### config.mk
export PLATFORM = sky130hd
export DESIGN_NAME = page_boundary_decoder
export DESIGN_NICKNAME = d
export VERILOG_FILES = /design/src/rtl/pbd_pkg.sv /design/src/rtl/pbd_capture.sv /design/src/rtl/pbd_compare.sv /design/src/rtl/page_boundary_decoder.sv
export SDC_FILE = /design/constraint.sdc
export NUM_CORES = 1
export LEC_CHECK = 0
export ABC_AREA = 1
export BUFFER_PORTS_ARGS = -buffer_cell sky130_fd_sc_hd__buf_4
export CORE_MARGIN = 3
export CORE_UTILIZATION = 44
export CTS_CLUSTER_SIZE = 12
export DETAILED_ROUTE_END_ITERATION = 12
export PLACE_DENSITY = 0.73
export REMOVE_ABC_BUFFERS = 1
export SYNTH_ARGS = -nofsm -noshare
export SYNTH_HDL_FRONTEND = slang
export SYNTH_HIERARCHICAL = 1
export SYNTH_SLANG_ARGS = --single-unit
export TNS_END_PERCENT = 50
### constraint.sdc
create_clock -name clk -period 1.6 [get_ports clk]
set_input_delay 0.48 -clock clk [delete_from_list [all_inputs] [get_ports clk]]
set_output_delay 0.48 -clock clk [all_outputs]
set_load 0.01 [all_outputs]
### src/rtl/pbd_pkg.sv
package pbd_pkg;
  localparam int ADDR_W    = 16;
  localparam int PAGE_BITS = 8;
  localparam int ROM_AW    = 13;
  localparam int SET_W     = ROM_AW - PAGE_BITS;
  localparam int TOP_W     = ADDR_W - ROM_AW;
  localparam int HI_W      = ADDR_W - PAGE_BITS;

  typedef struct packed {
    logic [ADDR_W-1:0] addr;
    logic              strobe;
    logic [SET_W-1:0]  setting;
    logic              rom_en;
    logic              ext;
  } bus_req_t;
endpackage

### src/rtl/pbd_capture.sv
module pbd_capture
  import pbd_pkg::*;
(
  input  logic     clk,
  input  logic     rst_n,
  input  logic     load_en,
  input  bus_req_t req_d,
  output bus_req_t req_q
);
  bus_req_t req_nxt;

  always_comb begin
    req_nxt = req_q;
    if (load_en) req_nxt = req_d;
  end

  always_ff @(posedge clk or negedge rst_n) begin
    if (!rst_n) req_q <= '0;
    else        req_q <= req_nxt;
  end
endmodule

### src/rtl/pbd_compare.sv
module pbd_compare
  import pbd_pkg::*;
(
  input  logic [HI_W-1:0]  page,
  input  logic [SET_W-1:0] setting,
  output logic             below,
  output logic             equal
);
  logic [HI_W-1:0] boundary;

  always_comb begin
    boundary = {{TOP_W{1'b1}}, setting};
    below    = page < boundary;
    equal    = page == boundary;
  end
endmodule

### src/rtl/page_boundary_decoder.sv
module page_boundary_decoder
  import pbd_pkg::*;
(
  input  logic              clk,
  input  logic              rst_n,
  input  logic [15:0]       bus_addr,
  input  logic              mem_strobe,
  input  logic [4:0]        page_setting,
  input  logic              rom_enable,
  input  logic              ext_mode,
  output logic              ram_sel,
  output logic              rom_sel,
  output logic [12:0]       rom_offset
);
  bus_req_t req_d, req_q;
  logic below, equal, ram_region;
  logic [HI_W-1:0] page_q;

  always_comb begin
    req_d.addr    = bus_addr;
    req_d.strobe  = mem_strobe;
    req_d.setting = page_setting;
    req_d.rom_en  = rom_enable;
    req_d.ext     = ext_mode;
  end

  pbd_capture u_cap (
    .clk(clk), .rst_n(rst_n), .load_en(1'b1), .req_d(req_d), .req_q(req_q)
  );

  assign page_q = req_q.addr[ADDR_W-1 -: HI_W];

  pbd_compare u_cmp (
    .page(page_q), .setting(req_q.setting), .below(below), .equal(equal)
  );

  always_comb begin
    ram_region = below | (req_q.ext & equal);
    ram_sel    = req_q.strobe & ram_region;
    rom_sel    = req_q.strobe & req_q.rom_en & ~ram_region;
    rom_offset = req_q.addr[ROM_AW-1:0];
  end

  assert_exclusive_R8: assert property (@(posedge clk) disable iff (!rst_n)
    !(ram_sel && rom_sel));

  assert_low_ram_R1: assert property (@(posedge clk) disable iff (!rst_n)
    ($past(mem_strobe) && $past(bus_addr[15:13]) != 3'b111) |-> ram_sel);

  assert_full_ram_R4: assert property (@(posedge clk) disable iff (!rst_n)
    ($past(mem_strobe) && $past(ext_mode) && $past(page_setting) == 5'h1f) |-> (ram_sel && !rom_sel));

  assert_top_not_ram_R5: assert property (@(posedge clk) disable iff (!rst_n)
    (!$past(ext_mode) && $past(bus_addr[15:8]) == 8'hff) |-> !ram_sel);

  assert_idle_R7: assert property (@(posedge clk) disable iff (!rst_n)
    !$past(mem_strobe) |-> (!ram_sel && !rom_sel));

  assert_rom_off_R6: assert property (@(posedge clk) disable iff (!rst_n)
    !$past(rom_enable) |-> !rom_sel);
endmodule

After elaboration in Yosys (flattened, before gate mapping). Index checks and enable logic that the tools add are counted.

Register bits: 24. Input port bits: 26. Output and inout bits: 15. Logic and storage cells: 13.

$lt $le $gt $ge: 1. Equality and inequality tests: 1. Bitwise gates (word level): 6.

Operator list (number): $eq 8x8->1 (1); $lt 8x8->1 (1); $and 1x1->1 (4); $not 1->1 (1); $or 1x1->1 (1).

Depth between registers and ports, before layout.
Word-level depth: 5. Mapped depth: 11.

Modules after synthesis. Netlist, hierarchy kept.

By module, submodules not included: pbd_capture (instances 1, cells an instance 102, area each 974.7 µm², sequential area each 600.6 µm²); pbd_compare (instances 1, cells an instance 27, area each 158.9 µm², sequential area each 0.0 µm²); page_boundary_decoder (instances 1, cells an instance 8, area each 33.8 µm², sequential area each 0.0 µm²).

Least setup slack after synthesis. No wires, ideal clock.

Path kind: reg-to-output. Start: register, netlist name u_cap/req_q[19]. End: output port ram_sel. Data arrival time: 1301 ps. Required time: 1120 ps. Path slack: -181 ps. Stages on the path, launching flop included: 9. Path through: dfrtp_1 ha_1 nand2_1 inv_2 nand2_1 nand2_1 a21oi_2 inv_1 a21oi_1.

Elaborated cells on any way between the ends: 5.

RTL lines: $lt 8x8->1 (RTL line pbd_compare.sv:13) `below = page < boundary;`; via below (RTL line page_boundary_decoder.sv:16) `logic below, equal, ram_region;`; $or 1x1->1 (RTL line page_boundary_decoder.sv:38) `ram_region = below | (req_q.ext & equal);`; $and 1x1->1 (RTL line page_boundary_decoder.sv:39) `ram_sel = req_q.strobe & ram_region;`; to (decl) (RTL line page_boundary_decoder.sv:11) `output logic ram_sel,`.

The timed path passes the listed nets, and every way through them passes these cells.

Final worst setup path.
Start: register, netlist name u_cap/req_q[19]. End: output port ram_sel.

Longest elaborated chain between the ends: 4. Elaborated cells on any way between the ends: 5.

RTL lines: $eq 8x8->1 (RTL line pbd_compare.sv:14) `equal = page == boundary;`; via equal (RTL line page_boundary_decoder.sv:16); $and 1x1->1 (RTL line page_boundary_decoder.sv:38); $or 1x1->1 (RTL line page_boundary_decoder.sv:38); $and 1x1->1 (RTL line page_boundary_decoder.sv:39).

The timed path passes the listed nets, and every way through them passes these cells.

==> results_dict.tcl <==
set metrics [dict create \
    syn_avg_cell_area_um2 8.52 \
    cts-buffers-inserted 3 \
    irDropWorstVdd_v 0.000624 \
    setup_ws_ns -0.554 \
    syn2layout_area_growth_pct 34.9 \
    maxCapViolCount 0 \
    synth_async_sr_flop_share_pct 100 \
    leakage_nw 0.890 \
    first_pass_iters 4 \
    grt_pass1_wl_mm 4.02 \
    powerDensity_nw_per_um2 841 \
    finalSetupViolations 2 \
    yosysSeqAreaShare_pct 51.4 \
    cp_num_buf_inv 2 \
    yosysWarnings 6 \
    final_cell_area_um2 1580 \
    crit_family "flip-flops" \
    post-synth-top-area-cell "dfrtp_1" \
    period_minus_slack_ns 2.15 \
    grt_overflow 0 \
    grt_max_degree 26 \
    ctsLongestPathBuffers 2 \
    dp_hpwl_mm 1.67 \
    critPathMostFrequentCell "nand2_1" \
    largest_reg_flops 24 \
    placed_cell_area_um2 1500 \
    hold_path.class "input port to asynchronous set/reset pin" \
    failed_checks "negative setup slack" \
    synthTopCellsByCount "nand2_1 (73), dfrtp_1 (24), nand2_2 (10), inv_1 (9), ha_1 (5)" \
    outcome "finished, violations left" \
    grt_use_total_pct 15.3 \
    crit_chain "ha_4 -> nand2_1 -> inv_2 -> nand3_2 -> nor3_2 -> nand2_1 -> a21oi_2 -> buf_4" \
    top_register "u_cap/req_q" \
    period_share_pct 135 \
    worst-path-max-fanout 2 \
    top_regs "u_cap/req_q: 24 flops" \
    crit_required_ns 1.12 \
    synth-edff-count 0 \
    ys.flop_type "dfrtp_1" \
    viasPerCell 4.52 \
    drt_wl_total_mm 2.31 \
    synth_seq_cells 24 \
    die_h_um 57.5 \
    post-synth-top-count-cell "nand2_1" \
    final_util_pct 63.0 \
    hold_violations 0 \
    die_area_um2 3310 \
    end_kind "primary output" \
    n_antenna_cell 0 \
    drv_slew 0 \
    route.detailed.drc 0 \
    fmax_mhz 464 \
    antenna_found_initial 0 \
    cts_tree "done" \
    htree_levels 1 \
    max_stage_delay_ns 0.45 \
    cp-endpoint "ram_sel" \
    tns_ns -1.10 \
    worstSetupStartpoint "u_cap/req_q[19]" \
    rsz0062_at_grt "yes" \
    drive_gt1_share_pct 40.0 \
    synth_cell_types 17 \
    num_rows 18 \
    gp_congestion 0.749 \
    coreArea_um2 2500 \
    netlist_area_um2 1170 \
    cts_root_buffer "clkbuf_4" \
    pin_count 41 \
    hold_ws_ns 0.0394 \
    fillers 226 \
    fp.dieW_um 57.5 \
    synth_top_cells_by_area "dfrtp_1 (51%), nand2_1 (23%), ha_1 (5.4%), nand2_2 (5.4%), inv_1 (2.9%)" \
    startpoint_type "flop" \
    dp.cells 210 \
    layout.nets 217 \
    vias 971 \
    synth_cells 137 \
    initial_core_util_pct 46.7 \
    wl_per_cell_um 10.8 \
    critPathKind "flop to primary output" \
    cts.sinks 24 \
    slowest_stage "dfrtp_1" \
    fin_cells 215 \
    placement.io_buffers 40 \
    synth_top_area_share_pct 51.4 \
    crit_arrival_ns 1.67 \
    path_clk_slew_ns 0.13 \
    cp_num_cells 8 \
    drt_iter0_markers 17 \
    ant_nets 0 \
    grt_pass1_vias 976 \
]
==> placed cells by master (no fill, tap or decap), types with 2 or more instances in the layout <==
| cell type | instances |
|---|---|
| buf_4 | 49 |
| nand2_1 | 73 |
| dfrtp_1 | 24 |
| inv_1 | 7 |
| nand2_2 | 10 |
| clkbuf_4 | 3 |
| ha_4 | 2 |
| a21oi_2 | 2 |
| nor2_1 | 2 |
| ha_1 | 3 |
| inv_2 | 3 |
==> power breakdown <==
group / leakage, nW / switching (mW) / internal, mW
Clock: 0.0210 / 0.180 / 0.139
Sequential: 0.292 / 0.0382 / 0.660
Combinational: 0.577 / 0.145 / 0.162
==> cell families after synthesis <==
group	after synthesis	share of synthesized area (%)
AOI/OAI and AO/OA	3	1.61
adders and majority gates	5	5.36
buffers and inverters	16	9.97
DFF	24	51.4
other	1	0.321
and+or+nand+nor	88	31.3
==> through the flow <==
stage	worst slack, ns	power (mW)
after floorplan	-0.181	0.837
after global placement	-0.208	0.982
after detailed placement	-0.247	0.994
after CTS	-0.603	1.32
after global routing	-0.679	1.42
final	-0.554	1.32
==> worst min path at each step <==
stage	from	end	slack, ns	cells past startpoint
finish	rst_n	u_cap/req_q[1]	0.04	1
global route	rst_n	u_cap/req_q[0]	0.04	1
CTS	rst_n	u_cap/req_q[17]	0.04	1
detailed placement	rst_n	u_cap/req_q[1]	0.40	1
global placement	rst_n	u_cap/req_q[7]	0.39	1
floorplan	rst_n	u_cap/req_q[0]	0.18	0
==> timing repair <==
item | in CTS | in global routing
resized for setup | 2 | 4
hold buffers | 0 | 0
setup buffers | 1 | 0
endpoints found under the setup margin | 2 | 2
pin swaps | 2 | 1
==> routing by layer <==
layer  vias up  global-route usage (%)  routed length [um]  part of all wire, %
met5         -                       0                   0                    0
met2        23                    27.7                1230                   53
li1        499                       -                   -                    -
met4         0                    4.97                  14                 0.61
met3         2                    4.30                 138                  6.0
met1       447                    16.9                 933                   40
==> cell type report <==
class / instances / area [um2] / area share (%)
Tap cell: 30 / 37.5 / 2.38
Clock buffer: 4 / 36.3 / 2.30
Sequential cell: 24 / 601 / 38.1
Multi-Input combinational cell: 97 / 484 / 30.7
Timing Repair Buffer: 49 / 368 / 23.4
Inverter: 11 / 48.8 / 3.10
Power figures use the tool's default switching activity.
